==> src/rtl/sram_ctrl_pkg.sv <==
package sram_ctrl_pkg;

  typedef enum logic [2:0] {
    ST_IDLE     = 3'd0,
    ST_SETUP    = 3'd1,
    ST_RD_WAIT  = 3'd2,
    ST_WR_PULSE = 3'd3,
    ST_RECOVER  = 3'd4
  } sram_state_e;

  // ceil(t / clk) with a floor of one cycle
  function automatic int unsigned cyc_of(int unsigned t_ps, int unsigned clk_ps);
    int unsigned c;
    c = (t_ps + clk_ps - 1) / clk_ps;
    return (c == 0) ? 1 : c;
  endfunction

  function automatic int unsigned max2(int unsigned a, int unsigned b);
    return (a > b) ? a : b;
  endfunction

endpackage

==> src/rtl/sram_pwrup_timer.sv <==
module sram_pwrup_timer #(
  parameter int unsigned PWR_CYC = 10000
) (
  input  logic clk_i,
  input  logic rst_ni,
  output logic done_o
);
  localparam int unsigned CW = $clog2(PWR_CYC + 1);
  localparam logic [CW-1:0] LAST = CW'(PWR_CYC - 1);

  logic [CW-1:0] cnt_q;
  logic          done_q;

  always_ff @(posedge clk_i or negedge rst_ni) begin
    if (!rst_ni) begin
      cnt_q  <= '0;
      done_q <= 1'b0;
    end else if (!done_q) begin
      cnt_q  <= cnt_q + 1'b1;
      done_q <= (cnt_q == LAST);
    end
  end

  assign done_o = done_q;


  pwr_sticky_chk: assert property (@(posedge clk_i) disable iff (!rst_ni)
    done_q |=> done_q);

endmodule

==> src/rtl/sram_phase_cnt.sv <==
module sram_phase_cnt #(
  parameter int unsigned CW = 3
) (
  input  logic          clk_i,
  input  logic          rst_ni,
  input  logic          clr_i,
  output logic [CW-1:0] cnt_o
);
  logic [CW-1:0] cnt_q;

  always_ff @(posedge clk_i or negedge rst_ni) begin
    if (!rst_ni)               cnt_q <= '0;
    else if (clr_i)            cnt_q <= '0;
    else if (cnt_q != '1)      cnt_q <= cnt_q + 1'b1;
  end

  assign cnt_o = cnt_q;

endmodule

==> src/rtl/sram_access_fsm.sv <==
module sram_access_fsm
  import sram_ctrl_pkg::*;
#(
  parameter int unsigned AW     = 20,
  parameter int unsigned DW     = 16,
  parameter int unsigned RD_CYC = 1,
  parameter int unsigned WP_CYC = 2,
  parameter int unsigned HZ_CYC = 1,
  parameter int unsigned CW     = 3
) (
  input  logic            clk_i,
  input  logic            rst_ni,
  input  logic            pwr_ok_i,
  input  logic [CW-1:0]   cnt_i,
  output logic            cnt_clr_o,
  input  logic            req_valid_i,
  output logic            req_ready_o,
  input  logic            req_we_i,
  input  logic [AW-1:0]   req_addr_i,
  input  logic [DW-1:0]   req_wdata_i,
  input  logic [DW/8-1:0] req_be_i,
  output logic            rd_valid_o,
  output logic [DW-1:0]   rd_data_o,
  output logic [AW-1:0]   sram_addr_o,
  output logic            sram_ce_no,
  output logic            sram_we_no,
  output logic            sram_oe_no,
  output logic [DW/8-1:0] sram_be_no,
  input  logic [DW-1:0]   sram_dq_i,
  output logic [DW-1:0]   sram_dq_o,
  output logic            sram_dq_oe_o
);
  localparam int unsigned LANES = DW / 8;
  localparam logic [CW-1:0] RD_LAST = CW'(RD_CYC - 1);
  localparam logic [CW-1:0] WP_LAST = CW'(WP_CYC - 1);
  localparam logic [CW-1:0] HZ_CNT  = CW'(HZ_CYC);

  sram_state_e state_q, state_d;
  logic             lat_we_q;
  logic [AW-1:0]    lat_addr_q;
  logic [DW-1:0]    lat_wdata_q;
  logic [LANES-1:0] lat_be_q;
  logic [DW-1:0]    lane_mask;
  logic [DW-1:0]    rd_data_q;
  logic             rd_valid_q;
  logic             accept, rd_last, sel_active;

  for (genvar g = 0; g < LANES; g++) begin : g_lane
    assign lane_mask[g*8 +: 8] = {8{lat_be_q[g]}};
  end

  assign req_ready_o = (state_q == ST_IDLE) && pwr_ok_i;
  assign accept      = req_valid_i && req_ready_o;
  assign rd_last     = (state_q == ST_RD_WAIT) && (cnt_i == RD_LAST);

  always_comb begin
    state_d = state_q;
    unique case (state_q)
      ST_IDLE:     if (accept) state_d = ST_SETUP;
      ST_SETUP:    state_d = lat_we_q ? ST_WR_PULSE : ST_RD_WAIT;
      ST_RD_WAIT:  if (cnt_i == RD_LAST) state_d = ST_RECOVER;
      ST_WR_PULSE: if (cnt_i == WP_LAST) state_d = ST_RECOVER;
      ST_RECOVER:  state_d = ST_IDLE;
      default:     state_d = ST_IDLE;
    endcase
  end

  assign cnt_clr_o = (state_d != state_q);

  always_ff @(posedge clk_i or negedge rst_ni) begin
    if (!rst_ni) begin
      state_q     <= ST_IDLE;
      lat_we_q    <= 1'b0;
      lat_addr_q  <= '0;
      lat_wdata_q <= '0;
      lat_be_q    <= '0;
      rd_data_q   <= '0;
      rd_valid_q  <= 1'b0;
    end else begin
      state_q    <= state_d;
      rd_valid_q <= rd_last;
      if (accept) begin
        lat_we_q    <= req_we_i;
        lat_addr_q  <= req_addr_i;
        lat_wdata_q <= req_wdata_i;
        lat_be_q    <= req_be_i;
      end
      if (rd_last) rd_data_q <= sram_dq_i & lane_mask;
    end
  end

  assign sel_active   = (state_q == ST_SETUP) || (state_q == ST_RD_WAIT) ||
                        (state_q == ST_WR_PULSE);
  assign sram_addr_o  = lat_addr_q;
  assign sram_ce_no   = !sel_active;
  assign sram_be_no   = sel_active ? ~lat_be_q : '1;
  assign sram_we_no   = (state_q != ST_WR_PULSE);
  assign sram_oe_no   = (state_q != ST_RD_WAIT);
  assign sram_dq_o    = lat_wdata_q;
  // drive only after the SRAM has released the bus, keep through recovery for hold
  assign sram_dq_oe_o = ((state_q == ST_WR_PULSE) && (cnt_i >= HZ_CNT)) ||
                        ((state_q == ST_RECOVER) && lat_we_q);
  assign rd_valid_o   = rd_valid_q;
  assign rd_data_o    = rd_data_q;


  bus_contention_chk: assert property (@(posedge clk_i) disable iff (!rst_ni)
    !(sram_dq_oe_o && !sram_oe_no));

  we_in_select_chk: assert property (@(posedge clk_i) disable iff (!rst_ni)
    !sram_we_no |-> !sram_ce_no);

  rd_pulse_chk: assert property (@(posedge clk_i) disable iff (!rst_ni)
    rd_valid_o |=> !rd_valid_o);

  lockout_chk: assert property (@(posedge clk_i) disable iff (!rst_ni)
    !pwr_ok_i |-> (sram_ce_no && !req_ready_o));

  addr_stable_chk: assert property (@(posedge clk_i) disable iff (!rst_ni)
    (!sram_ce_no && $past(!sram_ce_no)) |-> $stable(sram_addr_o));

  ready_idle_chk: assert property (@(posedge clk_i) disable iff (!rst_ni)
    req_ready_o |-> (sram_ce_no && sram_we_no && sram_oe_no));

endmodule

==> src/rtl/sram_access_ctrl.sv <==
module sram_access_ctrl
  import sram_ctrl_pkg::*;
#(
  parameter int unsigned AW         = 20,
  parameter int unsigned DW         = 16,
  parameter int unsigned CLK_PS     = 10000,
  parameter int unsigned T_PWRUP_PS = 100000000,
  parameter int unsigned T_RC_PS    = 10000,
  parameter int unsigned T_AA_PS    = 10000,
  parameter int unsigned T_DOE_PS   = 5000,
  parameter int unsigned T_WC_PS    = 10000,
  parameter int unsigned T_PWE_PS   = 7000,
  parameter int unsigned T_SCE_PS   = 7000,
  parameter int unsigned T_AW_PS    = 7000,
  parameter int unsigned T_SD_PS    = 5000,
  parameter int unsigned T_HZWE_PS  = 5000
) (
  input  logic            clk_i,
  input  logic            rst_ni,
  input  logic            req_valid_i,
  output logic            req_ready_o,
  input  logic            req_we_i,
  input  logic [AW-1:0]   req_addr_i,
  input  logic [DW-1:0]   req_wdata_i,
  input  logic [DW/8-1:0] req_be_i,
  output logic            rd_valid_o,
  output logic [DW-1:0]   rd_data_o,
  output logic [AW-1:0]   sram_addr_o,
  output logic            sram_ce_no,
  output logic            sram_we_no,
  output logic            sram_oe_no,
  output logic [DW/8-1:0] sram_be_no,
  input  logic [DW-1:0]   sram_dq_i,
  output logic [DW-1:0]   sram_dq_o,
  output logic            sram_dq_oe_o
);
  localparam int unsigned PWR_CYC = cyc_of(T_PWRUP_PS, CLK_PS);
  localparam int unsigned RD_CYC  = max2(cyc_of(T_RC_PS, CLK_PS),
                                    max2(cyc_of(T_AA_PS, CLK_PS), cyc_of(T_DOE_PS, CLK_PS)));
  localparam int unsigned HZ_CYC  = cyc_of(T_HZWE_PS, CLK_PS);
  localparam int unsigned WP_CYC  = max2(max2(cyc_of(T_WC_PS, CLK_PS), cyc_of(T_PWE_PS, CLK_PS)),
                                    max2(max2(cyc_of(T_SCE_PS, CLK_PS), cyc_of(T_AW_PS, CLK_PS)),
                                         HZ_CYC + cyc_of(T_SD_PS, CLK_PS)));
  localparam int unsigned CW      = $clog2(max2(RD_CYC, WP_CYC) + 1);

  logic          pwr_ok;
  logic          cnt_clr;
  logic [CW-1:0] cnt;

  sram_pwrup_timer #(.PWR_CYC(PWR_CYC)) i_pwrup (
    .clk_i  (clk_i),
    .rst_ni (rst_ni),
    .done_o (pwr_ok)
  );

  sram_phase_cnt #(.CW(CW)) i_phase (
    .clk_i  (clk_i),
    .rst_ni (rst_ni),
    .clr_i  (cnt_clr),
    .cnt_o  (cnt)
  );

  sram_access_fsm #(
    .AW(AW), .DW(DW), .RD_CYC(RD_CYC), .WP_CYC(WP_CYC), .HZ_CYC(HZ_CYC), .CW(CW)
  ) i_fsm (
    .clk_i        (clk_i),
    .rst_ni       (rst_ni),
    .pwr_ok_i     (pwr_ok),
    .cnt_i        (cnt),
    .cnt_clr_o    (cnt_clr),
    .req_valid_i  (req_valid_i),
    .req_ready_o  (req_ready_o),
    .req_we_i     (req_we_i),
    .req_addr_i   (req_addr_i),
    .req_wdata_i  (req_wdata_i),
    .req_be_i     (req_be_i),
    .rd_valid_o   (rd_valid_o),
    .rd_data_o    (rd_data_o),
    .sram_addr_o  (sram_addr_o),
    .sram_ce_no   (sram_ce_no),
    .sram_we_no   (sram_we_no),
    .sram_oe_no   (sram_oe_no),
    .sram_be_no   (sram_be_no),
    .sram_dq_i    (sram_dq_i),
    .sram_dq_o    (sram_dq_o),
    .sram_dq_oe_o (sram_dq_oe_o)
  );

endmodule

==> config.mk <==
export PLATFORM = sky130hd
export DESIGN_NAME = sram_access_ctrl
export DESIGN_NICKNAME = d
export VERILOG_FILES = /design/src/rtl/sram_ctrl_pkg.sv /design/src/rtl/sram_pwrup_timer.sv /design/src/rtl/sram_phase_cnt.sv /design/src/rtl/sram_access_fsm.sv /design/src/rtl/sram_access_ctrl.sv
export SDC_FILE = /design/constraint.sdc
export NUM_CORES = 1
export LEC_CHECK = 0
export BUFFER_PORTS_ARGS = -buffer_cell sky130_fd_sc_hd__buf_4
export CAP_MARGIN = 25
export CORE_MARGIN = 2
export CORE_UTILIZATION = 40
export DETAILED_ROUTE_END_ITERATION = 8
export PLACE_DENSITY = 0.77
export SETUP_SLACK_MARGIN = 0.4
export SLEW_MARGIN = 20
export SYNTH_ARGS = -nofsm -noshare
export SYNTH_HDL_FRONTEND = slang
export SYNTH_SLANG_ARGS = --single-unit
==> constraint.sdc <==
create_clock -name clk_i -period 2 [get_ports clk_i]
set_clock_uncertainty 0.15 [all_clocks]
set_input_delay 0.4 -clock clk_i [delete_from_list [all_inputs] [get_ports clk_i]]
set_output_delay 0.4 -clock clk_i [all_outputs]
set_load 0.02 [all_outputs]
Word level (Yosys, flattened, before mapping)
Index checks and enable logic that the tools add are counted.
{"block": "op_classes", "add_sub_neg": 2, "magnitude_cmp": 1, "reduce_logical": 12, "n_bitwise": 2, "eq_ne": 10, "muxes": 9}
{"operator": "$and A16 B16 Y16", "count": 1}
{"operator": "$add A14 B1 Y14 const B", "count": 1}
{"operator": "$eq A14 B14 Y1 const B", "count": 1}
{"operator": "$pmux W3 S4", "count": 1}
{"operator": "$mux W3", "count": 3}
{"operator": "$eq A3 B2 Y1 const B", "count": 2}
{"operator": "$mux W2", "count": 3}
{"operator": "$ne A3 B2 Y1 const B", "count": 2}
{"operator": "$logic_and A1 B1 Y1", "count": 5}
{"operator": "$eq A3 B1 Y1 const B", "count": 1}
{"operator": "$eq A3 B3 Y1 const B", "count": 1}
{"operator": "$logic_not A3 Y1", "count": 1}
{"operator": "$logic_or A1 B1 Y1", "count": 3}
{"operator": "$ne A3 B3 Y1", "count": 1}
{"operator": "$add A2 B1 Y2 const B", "count": 1}
{"operator": "$eq A2 B1 Y1 const B", "count": 1}
{"operator": "$ge A2 B1 Y1 const B", "count": 1}
{"operator": "$logic_not A2 Y1", "count": 1}
{"operator": "$mux W1", "count": 2}
{"operator": "$ne A2 B2 Y1 const B", "count": 1}
{"operator": "$not A2 Y2", "count": 1}
{"operator": "$reduce_bool A2 Y1", "count": 1}
{"operator": "$logic_not A1 Y1", "count": 1}
{"block": "totals", "regBits": 76, "elab_cells": 46, "out_inout_bits": 60}

Longest topological paths before layout
{"block": "depth", "depth_word": 7, "ltp_mapped": 6}

Modules after synthesis
Synthesis repeated with hierarchy kept, for this count alone.
{"block": "unflattened", "hier_cells": 246, "hier_area_um2": 3165.5}
{"module": "sram_access_fsm", "area_per_inst_um2": 2398.6, "cells_per_inst": 185, "seq_area_each_um2": 1476.4, "n_inst": 1}
{"module": "sram_pwrup_timer", "area_per_inst_um2": 678.2, "cells_per_inst": 54, "seq_area_each_um2": 375.4, "n_inst": 1}
{"module": "sram_phase_cnt", "area_per_inst_um2": 88.8, "cells_per_inst": 7, "seq_area_each_um2": 50.0, "n_inst": 1}

Least setup slack after synthesis
Ideal clock, no wire load.
{"block": "synth_timing", "path_kind": "register -> output", "startpoint": "register i_fsm.state_q[2]", "endpoint": "output sram_dq_oe_o", "setup_slack_ps": 120, "arrival_ps": 1330, "path_buffers": 0, "path_stages_with_launch": 3, "path_cell_list": "dfrtp_1 -> nand3b_1 -> o21ai_0"}
{"block": "synth_via", "elab_chain_len": 3, "word_cells_on_any_way": 5}
{"item": "start, declared", "line_no": "sram_access_fsm.sv:38", "text": "sram_state_e state_q, state_d;"}
{"item": "start signal, assigned", "line_no": "sram_access_fsm.sv:80", "text": "state_q <= state_d;"}
{"item": "$eq A3 B2 Y1 or $eq A3 B3 Y1 (tied branches)", "line_no": "sram_access_fsm.sv:101, sram_access_fsm.sv:102"}
{"item": "$logic_and A1 B1 Y1, on equally long branches", "line_no": "sram_access_fsm.sv:101, sram_access_fsm.sv:102"}
{"item": "$logic_or A1 B1 Y1 (*)", "line_no": "sram_access_fsm.sv:101", "text": "assign sram_dq_oe_o = ((state_q == ST_WR_PULSE) && (cnt_i >= HZ_CNT)) ||"}
{"item": "end, declared", "line_no": "sram_access_ctrl.sv:35", "text": "output logic sram_dq_oe_o"}
Every way passes the cells marked *; elsewhere a longest branch is shown, timed or not.

Worst setup path after layout
{"block": "layout_timing", "startpoint": "register i_fsm.state_q[1]", "endpoint": "output req_ready_o"}
{"block": "layout_via", "elab_chain_len": 2}
{"item": "$logic_not A3 Y1", "line_no": "sram_access_fsm.sv:52", "text": "assign req_ready_o = (state_q == ST_IDLE) && pwr_ok_i;"}
{"item": "$logic_and A1 B1 Y1", "line_no": "sram_access_fsm.sv:52"}
{"item": "end, declared", "line_no": "sram_access_ctrl.sv:21", "text": "output logic req_ready_o,"}
No other way between the ends.

==> out/metrics.csv <==
stage,metric,value,unit
power_and_ir_drop,power_frac_seq,51.9,%
sta,setup_viol,0,
power_and_ir_drop,p_leak,0.002475,uW
power_and_ir_drop,switchingPower,613.2,uW
synth,ys_seq_area_share,60.78,%
setup_path,critPathKind,reg -> out,
sta,finalCritPeriodShare,94.45,%
sta,rsz0062_at_grt,yes,
power_and_ir_drop,clkPwrFrac,44.0,%
floorplanning,die_h,92.45,um
layout,stdcell_count,507,
grt,grt_max_degree,47,
detailed_routing,drtPass1Iterations,4,
synth,synth-seq-cells,76,
place,io_buffers,117,
cts,clock-sinks,76,
sta,slew_violations,0,
layout,most-common-layout-cells,"buf_4, dfrtp_1, nand2_1, mux2_2, o21ai_0",
synth,netlist_instances,253,
detailed_routing,routed_wirelength,7484,um
floorplanning,ios,118,
detailed_routing,ant_nets,0,
detailed_routing,route.detailed.drc,0,
grt,grt_pass1_vias,2542,
synth,syn_area_per_cell,12.37,um2
sta,min_period,1.889,ns
floorplanning,die-area,8547,um2
synth,synth_edf_count,0,
detailed_routing,vias_per_cell,4.759,
cts,clkSlewWorstSetupHoldPaths,0.08,ns
sta,worst_pin_slew,0.4263,ns
layout,layout-drive-gt1-share,54.32,%
sta,fmax,0.5294,GHz
place,gp_congestion,0.7519,
layout,final_common_cell,buf_4,
sta,slew_headroom,71.58,%
cts,cts-buffers-inserted,9,
outcome,status,completed,
job,cap_viol_max_count,0,
detailed_routing,post_drt_wl_per_cell,14.76,um
layout,syn_to_final_growth,54.06,%
hold_path,hold_class,in -> reg,
layout,nNetsFinal,463,
cts,cts_tree,done,
floorplanning,initial_core_util,40.92,%
power_and_ir_drop,swShare,20.72,%
floorplanning,core,7647,um2
grt,grt_pass1_wl,12420,um
synth,synthFlopType,dfrtp_1,
setup_path,cp-start-kind,flop,
detailed_routing,num_vias,2413,
grt,gr-usage-all-layers,18.88,%
synth,ys_warn_count,0,
place,dp_hpwl,4679,um
cts,cts-root-buf,clkbuf_8,
setup_path,crit_fanout,5,
synth,syn_nets,315,
synth,yosysUniqueCellTypes,30,
setup_path,crit_arrival,1.34,ns
layout,diodes,0,
detailed_routing,drtIter0Drc,106,
cts,clk_latency,0.34,ns
cts,clock_path_buffers,2,
grt,antenna_found_initial,0,
synth,async_flop_share,100.0,%
setup_path,critPathCaptureType,output pin,
sta,hold_viol_final,0,
synth,synth.cell_area,3129,um2
power_and_ir_drop,vdd_ir_drop_max,0.5384,mV
setup_path,crit_required,1.45,ns
power_and_ir_drop,p_per_area,613.9,nW/um2
floorplanning,fp.dieW,92.45,um
power_and_ir_drop,p_int,2347,uW
cts,h-tree-depth,3,
grt,grt_overflow,0,
sta,totalNegativeSetupSlack,0,ns
power_and_ir_drop,comb_power_share,4.1,%
floorplanning,rows,32,
place,placed_cells,465,
[critical path, cell delays in order, from the launching register on]
cell     delay, ns
dfrtp_2       0.48
nor4b_4       0.32
buf_4         0.19
[power by group through the flow]
| stage | clock network (uW) | registers [uW] | logic (uW) |
|---|---|---|---|
| final | 1300 | 1540 | 121 |
| after global routing | 1410 | 1540 | 136 |
| after CTS | 1340 | 1540 | 125 |
| after detailed placement | 0 | 1570 | 121 |
| after global placement | 0 | 1570 | 119 |
| after floorplan | 0 | 1570 | 0.928 |
[final cells by class]
class	count	area [um2]
inverters	7	26.28
repair buffers	149	1349
multi-input cells	158	1189
well taps	102	127.6
fillers	596	2826
clock inverters	5	85.08
flip-flops and latches	76	1907
clock buffers	10	137.6
[registers in the layout (all words and copies together), names as in the netlist]
name and cells:
i_pwrup.done_o 1, i_fsm.sram_addr_o 20, i_fsm.lat_we_q 1, i_fsm.rd_data_o 16
i_fsm.lat_be_q 2, i_fsm.rd_valid_o 1, i_fsm.state_q 3, i_pwrup.cnt_q 14
i_phase.cnt_o 2, i_fsm.sram_dq_o 16
[what timing repair did]
action                                  4_1_cts  5_1_grt
gates cloned                                  7        0
endpoints found under the setup margin       51       71
hold buffers                                  1        0
pin swaps                                     4        5
gates resized for setup                      26       10
endpoints found under the hold margin        30        0
setup buffers                                17        2
[synthesized netlist by cell type, types with 3 or more instances]
cell type	n	area, um2
nand3_1	5	25.02
nor2_1	13	48.80
ha_1	4	50.05
clkbuf_1	3	11.26
nand2_1	42	157.7
dfrtp_1	76	1902
xor2_1	5	43.79
mux2i_1	3	30.03
xnor2_1	9	78.83
inv_1	7	26.28
nor3_1	3	15.01
o21ai_0	18	90.09
mux2_2	40	450.4
buf_6	4	45.04
[cells by family after synthesis]
family / after synthesis / synth area share, %
compound gates: 22 / 3.799
flops: 76 / 60.78
buf+inv: 19 / 3.439
xor+xnor: 14 / 3.919
simple gates: 75 / 11.12
mux: 43 / 15.35
fa+ha+maj: 4 / 1.599
[worst paths after layout]
kind | from | depth (start not counted) | slack (ns) | endpoint
max in group asynchronous | rst_ni | 3 | 0.71 | i_pwrup.done_o
max reg2reg | i_fsm.state_q[1] | 6 | 0.13 | i_fsm.sram_addr_o[6]
min reg2reg | i_pwrup.cnt_q[13] | 1 | 0.33 | i_pwrup.cnt_q[13]
max | i_fsm.state_q[1] | 2 | 0.11 | req_ready_o
min in group asynchronous | rst_ni | 2 | 0.38 | i_fsm.rd_data_o[14]
min | req_addr_i[12] | 2 | 0.13 | i_fsm.sram_addr_o[12]
[metal layers]
metal | vias to the layer above | track usage, % | routed length (um)
li1 | 1148 | - | -
met5 | - | 0 | 0
met2 | 77 | 31.02 | 3742
met3 | 12 | 5.045 | 495
met1 | 1176 | 23.90 | 3114
met4 | 0 | 7.214 | 131
[per-stage QoR]
step	utilization, %	setup WS, ns	hold WS [ns]	cell area [um2]	total power (uW)
final	63.04	0.1109	0.1266	4821	2960
after global routing	63.04	0.04151	0.1075	4821	3083
after CTS	62.35	0.1147	0.1130	4768	3002
after detailed placement	53.96	0.2958	0.2197	4126	1687
after global placement	53.96	0.3603	0.2132	4126	1684
after floorplan	-	0.2313	-0.04559	3146	1567
(Power assumes the default switching activity.)
